File: src/rtl/i2c_buf_pkg.sv
package i2c_buf_pkg;
  localparam int DW = 8;
  localparam int RW = 16;
  localparam int NERR = 4;
  localparam logic [1:0] A_DATA = 2'd0;
  localparam logic [1:0] A_STAT = 2'd1;
  localparam logic [1:0] A_CTRL = 2'd2;
  localparam int B_ERR0 = 8;   // errors occupy B_ERR0 .. B_ERR0+NERR-1
  localparam int B_TBE  = 7;
  localparam int B_RBNE = 6;
  localparam int B_STOP = 4;
  localparam int B_BTC  = 2;

  typedef struct packed {
    logic tbe;
    logic rbne;
    logic btc;
    logic stop;
  } buf_flags_t;

  function automatic logic [RW-1:0] pack_status(input logic [NERR-1:0] errs,
                                                input buf_flags_t f);
    logic [RW-1:0] s;
    s = '0;
    s[B_ERR0 +: NERR] = errs;
    s[B_TBE]  = f.tbe;
    s[B_RBNE] = f.rbne;
    s[B_STOP] = f.stop;
    s[B_BTC]  = f.btc;
    return s;
  endfunction
endpackage

File: src/rtl/i2c_w0c_flag.sv
module i2c_w0c_flag (
  input  logic clk,
  input  logic rst_n,
  input  logic set_i,
  input  logic clr_i,
  output logic q_o
);
  always_ff @(posedge clk) begin
    if (!rst_n)     q_o <= 1'b0;
    else if (set_i) q_o <= 1'b1;
    else if (clr_i) q_o <= 1'b0;
  end

  p_set_wins_r7: assert property (@(posedge clk) disable iff (!rst_n)
    set_i |=> q_o);
  p_hold_r7: assert property (@(posedge clk) disable iff (!rst_n)
    (q_o && !clr_i) |=> q_o);
endmodule

File: src/rtl/i2c_byte_path.sv
module i2c_byte_path #(
  parameter int DW = 8
) (
  input  logic          clk,
  input  logic          rst_n,
  input  logic          tx_mode,
  input  logic          wr_data,
  input  logic [DW-1:0] wdata,
  input  logic          rd_data,
  input  logic          rx_done,
  input  logic [DW-1:0] rx_byte,
  input  logic          tx_done,
  input  logic          stretch_dis,
  input  logic          slave,
  output logic [DW-1:0] dr_q,
  output logic [DW-1:0] sr_q,
  output logic          sr_full,
  output logic          tbe,
  output logic          rbne,
  output logic          btc,
  output logic          ou_event
);
  logic dr_full;
  // named internal events
  logic tx_direct, tx_fill, tx_move, tx_drain;
  logic rx_land, rx_wait, rd_pull, rd_empty;

  always_comb begin
    tx_direct = tx_mode && wr_data && !dr_full && !sr_full;
    tx_fill   = tx_mode && wr_data && (dr_full || sr_full);
    tx_move   = tx_mode && !wr_data && tx_done && sr_full && dr_full;
    tx_drain  = tx_mode && !wr_data && tx_done && sr_full && !dr_full;
    rx_land   = !tx_mode && rx_done && !dr_full;
    rx_wait   = !tx_mode && rx_done && dr_full;
    rd_pull   = !tx_mode && !rx_done && rd_data && dr_full && sr_full;
    rd_empty  = !tx_mode && !rx_done && rd_data && dr_full && !sr_full;
    ou_event  = slave && stretch_dis && (tx_drain || rx_wait);
  end

  always_ff @(posedge clk) begin
    if (!rst_n) begin
      dr_q <= '0; sr_q <= '0; dr_full <= 1'b0; sr_full <= 1'b0;
      tbe <= 1'b0; rbne <= 1'b0; btc <= 1'b0;
    end else begin
      if (tx_direct) begin
        sr_q <= wdata; sr_full <= 1'b1; btc <= 1'b0;
      end
      if (tx_fill) begin
        dr_q <= wdata; dr_full <= 1'b1; tbe <= 1'b0;
      end
      if (tx_move) begin
        sr_q <= dr_q; dr_full <= 1'b0; tbe <= 1'b1;
      end
      if (tx_drain) begin
        sr_full <= 1'b0; btc <= 1'b1; tbe <= 1'b1;
      end
      if (rx_land) begin
        dr_q <= rx_byte; dr_full <= 1'b1; rbne <= 1'b1;
      end
      if (rx_wait) begin
        sr_q <= rx_byte; sr_full <= 1'b1; btc <= 1'b1;
      end
      if (rd_pull) begin
        dr_q <= sr_q; sr_full <= 1'b0; btc <= 1'b0;
      end
      if (rd_empty) begin
        dr_full <= 1'b0; rbne <= 1'b0;
      end
    end
  end

  p_direct_keeps_tbe_r2: assert property (@(posedge clk) disable iff (!rst_n)
    tx_direct |=> (sr_full && tbe == $past(tbe) && !btc));
  p_fill_clears_tbe_r3: assert property (@(posedge clk) disable iff (!rst_n)
    tx_fill |=> !tbe);
  p_move_sets_tbe_r3: assert property (@(posedge clk) disable iff (!rst_n)
    tx_move |=> (tbe && sr_full));
  p_drain_btc_r4: assert property (@(posedge clk) disable iff (!rst_n)
    tx_drain |=> (btc && !sr_full));
  p_rd_clears_rbne_r5: assert property (@(posedge clk) disable iff (!rst_n)
    rd_empty |=> !rbne);
  p_rd_pull_keeps_rbne_r6: assert property (@(posedge clk) disable iff (!rst_n)
    rd_pull |=> (rbne && !btc && dr_q == $past(sr_q)));
endmodule

File: src/rtl/i2c_stop_track.sv
module i2c_stop_track (
  input  logic clk,
  input  logic rst_n,
  input  logic stop_set,
  input  logic stat_rd,
  input  logic ctrl_wr,
  output logic stop_q
);
  logic armed;
  logic clr_ev;
  assign clr_ev = ctrl_wr && armed && !stop_set;

  always_ff @(posedge clk) begin
    if (!rst_n) begin
      stop_q <= 1'b0; armed <= 1'b0;
    end else if (stop_set) begin
      stop_q <= 1'b1; armed <= 1'b0;
    end else if (clr_ev) begin
      stop_q <= 1'b0; armed <= 1'b0;
    end else if (stat_rd && stop_q) begin
      armed <= 1'b1;
    end
  end

  p_stop_needs_read_r10: assert property (@(posedge clk) disable iff (!rst_n)
    (stop_q && ctrl_wr && !armed) |=> stop_q);
  p_stop_set_r10: assert property (@(posedge clk) disable iff (!rst_n)
    stop_set |=> stop_q);
endmodule

File: src/rtl/i2c_buf_flags.sv
module i2c_buf_flags
  import i2c_buf_pkg::*;
(
  input  logic          clk,
  input  logic          rst_n,
  input  logic [1:0]    reg_addr,
  input  logic          reg_wr,
  input  logic          reg_rd,
  input  logic [RW-1:0] reg_wdata,
  output logic [RW-1:0] reg_rdata,
  input  logic          eng_tx_mode,
  input  logic          eng_rx_done,
  input  logic [DW-1:0] eng_rx_byte,
  input  logic          eng_tx_done,
  output logic [DW-1:0] sh_tx_byte,
  output logic          sh_tx_valid,
  input  logic          eng_mid_byte,
  input  logic          ev_start,
  input  logic          ev_stop,
  input  logic          ev_nack,
  input  logic          ev_arb_lost,
  input  logic          mst_start
  ,output logic         is_master
);
  localparam int I_BERR = 0;
  localparam int I_ARB  = 1;
  localparam int I_ACK  = 2;
  localparam int I_OU   = 3;

  logic wr_data, rd_data, wr_stat, rd_stat, wr_ctrl;
  logic stretch_dis;
  logic [DW-1:0] dr_q, sr_q;
  logic sr_full, ou_event, arb_drop, stop_slave;
  logic [NERR-1:0] err_set, err_clr, err_q;
  buf_flags_t fl;

  assign wr_data = reg_wr && reg_addr == A_DATA;
  assign rd_data = reg_rd && reg_addr == A_DATA;
  assign wr_stat = reg_wr && reg_addr == A_STAT;
  assign rd_stat = reg_rd && reg_addr == A_STAT;
  assign wr_ctrl = reg_wr && reg_addr == A_CTRL;

  assign arb_drop   = ev_arb_lost && is_master;
  assign stop_slave = ev_stop && !is_master;

  always_ff @(posedge clk) begin
    if (!rst_n)       stretch_dis <= 1'b0;
    else if (wr_ctrl) stretch_dis <= reg_wdata[0];
  end

  always_ff @(posedge clk) begin
    if (!rst_n)                    is_master <= 1'b0;
    else if (arb_drop || ev_stop)  is_master <= 1'b0;
    else if (mst_start)            is_master <= 1'b1;
  end

  i2c_byte_path #(.DW(DW)) u_path (
    .clk(clk), .rst_n(rst_n), .tx_mode(eng_tx_mode),
    .wr_data(wr_data), .wdata(reg_wdata[DW-1:0]), .rd_data(rd_data),
    .rx_done(eng_rx_done), .rx_byte(eng_rx_byte), .tx_done(eng_tx_done),
    .stretch_dis(stretch_dis), .slave(!is_master),
    .dr_q(dr_q), .sr_q(sr_q), .sr_full(sr_full),
    .tbe(fl.tbe), .rbne(fl.rbne), .btc(fl.btc), .ou_event(ou_event)
  );

  i2c_stop_track u_stop (
    .clk(clk), .rst_n(rst_n), .stop_set(stop_slave),
    .stat_rd(rd_stat), .ctrl_wr(wr_ctrl), .stop_q(fl.stop)
  );

  always_comb begin
    err_set = '0;
    err_set[I_BERR] = (ev_start || ev_stop) && eng_mid_byte;
    err_set[I_ARB]  = arb_drop;
    err_set[I_ACK]  = ev_nack;
    err_set[I_OU]   = ou_event;
  end

  for (genvar i = 0; i < NERR; i++) begin : g_err
    assign err_clr[i] = wr_stat && !reg_wdata[B_ERR0+i];
    i2c_w0c_flag u_flag (
      .clk(clk), .rst_n(rst_n), .set_i(err_set[i]),
      .clr_i(err_clr[i]), .q_o(err_q[i])
    );
  end

  assign sh_tx_byte  = sr_q;
  assign sh_tx_valid = eng_tx_mode && sr_full;

  always_comb begin
    unique case (reg_addr)
      A_DATA:  reg_rdata = {{(RW-DW){1'b0}}, dr_q};
      A_STAT:  reg_rdata = pack_status(err_q, fl);
      A_CTRL:  reg_rdata = {{(RW-1){1'b0}}, stretch_dis};
      default: reg_rdata = '0;
    endcase
  end

  p_arb_drop_r8: assert property (@(posedge clk) disable iff (!rst_n)
    arb_drop |=> (!is_master && err_q[I_ARB]));
  p_arb_slave_quiet_r8: assert property (@(posedge clk) disable iff (!rst_n)
    (ev_arb_lost && !is_master && !mst_start) |=> !is_master);
  p_reserved_zero_r11: assert property (@(posedge clk) disable iff (!rst_n)
    (reg_addr == A_STAT) |-> (reg_rdata[5] == 1'b0 && reg_rdata[3] == 1'b0));
  p_master_stop_r10: assert property (@(posedge clk) disable iff (!rst_n)
    (ev_stop && is_master) |=> !is_master);
endmodule

File: config.mk
export PLATFORM = sky130hd
export DESIGN_NAME = i2c_buf_flags
export DESIGN_NICKNAME = d
export VERILOG_FILES = /design/src/rtl/i2c_buf_pkg.sv /design/src/rtl/i2c_w0c_flag.sv /design/src/rtl/i2c_byte_path.sv /design/src/rtl/i2c_stop_track.sv /design/src/rtl/i2c_buf_flags.sv
export SDC_FILE = /design/constraint.sdc
export NUM_CORES = 1
export LEC_CHECK = 0
export ABC_AREA = 1
export BUFFER_PORTS_ARGS = -buffer_cell sky130_fd_sc_hd__buf_2
export CAP_MARGIN = 20
export CELL_PAD_IN_SITES_DETAIL_PLACEMENT = 0
export CELL_PAD_IN_SITES_GLOBAL_PLACEMENT = 2
export CORE_MARGIN = 10
export CORE_UTILIZATION = 25
export DETAILED_ROUTE_END_ITERATION = 6
export PLACE_DENSITY = 0.82
export SETUP_SLACK_MARGIN = 0.5
export SYNTH_ARGS = -nofsm -noshare
export SYNTH_HDL_FRONTEND = slang
export SYNTH_SLANG_ARGS = --single-unit
export TNS_END_PERCENT = 30
File: constraint.sdc
create_clock -name clk -period 1.38 [get_ports clk]
set_clock_uncertainty 0.05 [all_clocks]
set_input_delay 0.207 -clock clk [delete_from_list [all_inputs] [get_ports clk]]
set_output_delay 0.207 -clock clk [all_outputs]
set_load 0.03 [all_outputs]
Yosys cells after proc, flatten, opt, wreduce, memory -nomap -nowiden
Cells that the tools add are included.
{ "word_totals": {"regBits": 29, "out_inout_bits": 26, "input_bits": 39} }
{ "classes": {"bitwise": 1, "mux": 29, "reduce_logical": 65, "eq_ne": 2} }
{ "ops": {"columns": ["cell", "count"], "rows": [
  ["$mux 8", 6],
  ["$pmux 12 s3", 1],
  ["$logic_and 1x1->1", 35],
  ["$mux 1", 22],
  ["$reduce_bool 3->1", 5],
  ["$logic_not 1->1", 11],
  ["$reduce_bool 2->1", 5],
  ["$reduce_or 2->1", 3],
  ["$logic_or 1x1->1", 4],
  ["$reduce_or 3->1", 1],
  ["$eq 2x1->1 const B", 1],
  ["$eq 2x2->1 const B", 1],
  ["$logic_not 2->1", 1],
  ["$not 1->1", 1]
]} }

Longest topological paths before layout
{ "logic_depth": {"word_depth": 10, "mapped_depth": 10} }

Cells and area by module
From an unflattened synthesis, not the netlist that was laid out.
{ "unflattened": {"hier_cells": 351, "hier_area_um2": 2127.0} }
{ "by_module_without_submodules": {"columns": ["module", "n_inst", "cells_each", "area_each_um2", "seq_area_each_um2"], "rows": [
  ["i2c_byte_path", 1, 248, 1541.5, 420.4],
  ["i2c_buf_flags", 1, 69, 332.8, 40.0],
  ["i2c_w0c_flag", 4, 6, 43.8, 20.0],
  ["i2c_stop_track", 1, 10, 77.6, 40.0]
]} }

Worst setup path after synthesis
No wires, ideal clock.
{ "synth_timing": {"path_type": "input -> output", "from": "in reg_addr[0]", "to": "out reg_rdata[6]", "slack_ns": 0.021, "t_arrival_ns": 1.102, "path_buffers": 0, "cell_stages": 4, "path_cell_list": "inv_2 nor2_1 inv_1 o22ai_1"} }
{ "synth_between": {"elab_chain_len": 2, "word_cells_on_any_way": 4} }
{ "synth_lines": {"columns": ["element", "line_no", "source"], "rows": [
  ["from (decl)", "i2c_buf_flags.sv:6", "input logic [1:0] reg_addr,"],
  ["$eq 2x2->1, or another cell as far along", "i2c_buf_flags.sv:91", "unique case (reg_addr)"],
  ["$pmux 12 s3 (*)", "i2c_buf_flags.sv:91", null],
  ["to (decl)", "i2c_buf_flags.sv:10", "output logic [RW-1:0] reg_rdata,"]
]} }
Every way passes the cells marked *; elsewhere a longest branch is shown, timed or not.

Worst setup path after layout
{ "layout_timing": {"from": "reg u_path.sr_full", "to": "reg u_path.sr_q[0]"} }
{ "layout_between": {"elab_chain_len": 4, "word_cells_on_any_way": 7} }
{ "layout_lines": {"columns": ["element", "line_no", "source"], "rows": [
  ["from (decl)", "i2c_byte_path.sv:17", "output logic sr_full,"],
  ["from (signal assigned)", "i2c_byte_path.sv:42", "dr_q <= '0; sr_q <= '0; dr_full <= 1'b0; sr_full <= 1'b0;"],
  ["from (signal assigned)", "i2c_byte_path.sv:46", "sr_q <= wdata; sr_full <= 1'b1; btc <= 1'b0;"],
  ["from (signal assigned)", "i2c_byte_path.sv:55", "sr_full <= 1'b0; btc <= 1'b1; tbe <= 1'b1;"],
  ["$logic_and 1x1->1 (2 in a row)", "i2c_byte_path.sv:31", "tx_move = tx_mode && !wr_data && tx_done && sr_full && dr_full;"],
  ["$mux 8", "i2c_byte_path.sv:51", "if (tx_move) begin"],
  ["$mux 8", "i2c_byte_path.sv:60", "if (rx_wait) begin"],
  ["to (signal assigned)", "i2c_byte_path.sv:42", null],
  ["to (signal assigned)", "i2c_byte_path.sv:52", "sr_q <= dr_q; dr_full <= 1'b0; tbe <= 1'b1;"],
  ["to (signal assigned)", "i2c_byte_path.sv:61", "sr_q <= rx_byte; sr_full <= 1'b1; btc <= 1'b1;"],
  ["to (decl)", "i2c_byte_path.sv:16", "output logic [DW-1:0] sr_q,"]
]} }
Several ways; a longest one is shown, not always the timed one.
A chain may end at the register's enable or synchronous reset.

==> reports/qor.csv <==
metric;value;unit
synth_top_family_by_area;simple AND/OR/NAND/NOR gates;
rsz0062_at_grt;yes;
drive_above_1_share;38.46;%
hpwl;5.094;mm
via_count;2226;
rows;31;
grt_pass1_vias;2148;
syn_inst;317;
n_antenna_cell;0;
worst_setup_path_end_kind;flip-flop;
ys_async_sr_fraction;0;%
startpoint;u_path.sr_full;
core;7331;um^2
fin_area;3064;um^2
yosys.area.top_type;dfxtp_1;
cp_slowest_cell;dfxtp_4;
gp_congestion;0.7871;
nets;441;
synthFlopType;dfxtp_1;
die_w;107.2;um
violations;setup timing;
syn_to_final_growth;61.33;%
grt_max_degree;18;
drtAntennaViolNets;0;
finalSetupViolations;1;
clkLatencyLatePin;290;ps
synthMuxAreaShare;0;%
leakagePower;1.507;nW
path_clk_slew;70;ps
cap_violations;0;
path_class;flip-flop to flip-flop;
synthTopCellsByCount;86 x nand2_1, 53 x nor2_1, 50 x inv_1;
io-pin-count;65;
synth_adder_area_share;0;%
wl_per_cell;14.59;um
start_util;25.91;%
fmax;0.7225;GHz
ys_seq_elements;29;
status;finished with violations;
grt.total_usage;12.14;%
post-route-period-util;100.3;%
clockBufferDepth;2;
routed_wl;7.325;mm
p_per_area;798.9;nW/um^2
dp_cells;485;
drc;0;
netlist.area_leader.share;30.57;%
crit_path_cell_trace;nand2_4, nor2_4, nand3_4, buf_6, clkbuf_16, nand4_1, nand2_1, nor2_1;
ir_worst_vdd;415.8;uV
timing.final.crit_period;1384;ps
cp.arrival;1560;ps
port_buffers;56;
reg_top3;u_path.dr_q: 8 flops, u_path.sr_q: 8 flops, g_err.u_flag.q_o: 4 flops;
final_cell_count_no_fill;502;
die-height;107.2;um
drtPass1Iterations;4;
grt_first_pass_wirelength;11.08;mm
ys_warn_count;0;
critPathMaxFanout;8;
cts_tree;yes;
max_stage_delay;380;ps
clockRootBuffer;clkbuf_8;
synth.distinct_cells;25;
synth_edf_count;0;
yosys-top-cells-area;dfxtp_1 31%, nand2_1 17%, nor2_1 10%, inv_1 9.9%, nand4_1 5.3%;
cts_hold_buf;0;
hold_start;ev_stop;
place_area;2577;um^2
die_area;11480;um^2
htreeDepth;2;
hold_viol_final;0;
slew_violations;0;
via_per_inst;4.434;
r2r-start;u_path.sr_full;
cts_buffers;5;
cp_data_required_time;1560;ps
p_total;2.448;mW
syn_area_per_cell;5.992;um^2
clock_sinks;29;
grt-ovfl-total;0;
startpoint_type;flip-flop;
synth_seq_area_share;30.57;%
worst_slack;-4.013;ps
antenna_found_initial;0;
synthXorXnorAreaFrac;0;%
synth_compound_area_share;12.52;%
syn-cell-area;1899;um^2
synthMostInstantiatedCell;nand2_1;
drtIter0Drc;94;
min_path_type;primary input to flip-flop;
synth-simple-area-share;40.58;%
path summary, 6_finish.rpt:
kind / cells past startpoint / slack, ps / end
hold / removal: 2 / 70 / is_master
hold reg to reg: 2 / 400 / stretch_dis
setup reg to reg: 8 / -4 / u_path.sr_q[0]
setup / recovery: 8 / -4 / u_path.sr_q[0]
critical path, delay by kind of cell, from the launching register on:
family        cells  cell delay, ps
buf+inv           2             310
flops             1             380
simple gates      6             590
metal layers:
metal	part of all wire, %	vias to the layer above	wire [um]	track usage (%)
li1	-	1158	-	-
met2	47	64	3440	19.90
met4	0.72	0	53	3.191
met3	6.9	7	508	3.772
met1	45	997	3322	14.97
met5	0	-	0	0
where the power goes:
part	switching [mW]	total [mW]	internal (mW)	leakage, nW
registers	0.0426	0.933	0.891	0.241
clock network	0.360	0.876	0.516	0.0566
logic	0.384	0.639	0.255	1.21
layout make-up:
class                   count  area (um^2)
well taps                  99        123.9
clock buffers               8        111.4
inverters                  55        229.0
fillers                   819         4267
repair buffers             88        726.9
flip-flops and latches     29        594.3
multi-input cells         223         1279
metrics by stage:
stage / setup TNS (ps) / setup WS, ps / utilization (%) / hold WS (ps)
5_1_grt: -647.8 / -95.01 / 41.80 / 79.63
4_1_cts: 0 / 18.90 / 38.83 / 68.28
3_5_place_dp: -774.3 / -59.07 / 35.16 / 376.4
6_report: -4.013 / -4.013 / 41.80 / 74.29
2_1_floorplan: 0 / 228.8 / - / 233.6
3_3_place_gp: -689.6 / -61.00 / 35.16 / 372.2
kinds of logic after synthesis:
family          after synthesis
flops                        29
compound gates               42
simple gates                175
other cells                   1
buf+inv                      70
layout by cell type (no fill, tap or decap), types with 3 or more instances in the layout:
cell type,n
a21oi_1,10
buf_2,35
buf_4,25
buf_6,23
clkbuf_16,3
clkbuf_8,6
conb_1,4
dfxtp_1,24
dfxtp_4,3
inv_1,47
inv_2,4
nand2_1,70
nand2_2,15
nand2_4,3
nand3_1,5
nand3_2,4
nand3_4,6
nand4_1,16
nor2_1,45
nor2_4,8
o21ai_0,5
o21ai_1,9
o21ai_2,3
o21ai_4,3
o21bai_1,8
repair_timing:
| action | CTS | global route |
|---|---|---|
| gates cloned | 1 | 3 |
| gates resized for setup | 38 | 67 |
| pin swaps | 10 | 41 |
| buffers inserted | 3 | 2 |
| endpoints found under the setup margin | 48 | 49 |
No activity file was read; power rests on OpenSTA's default activity.
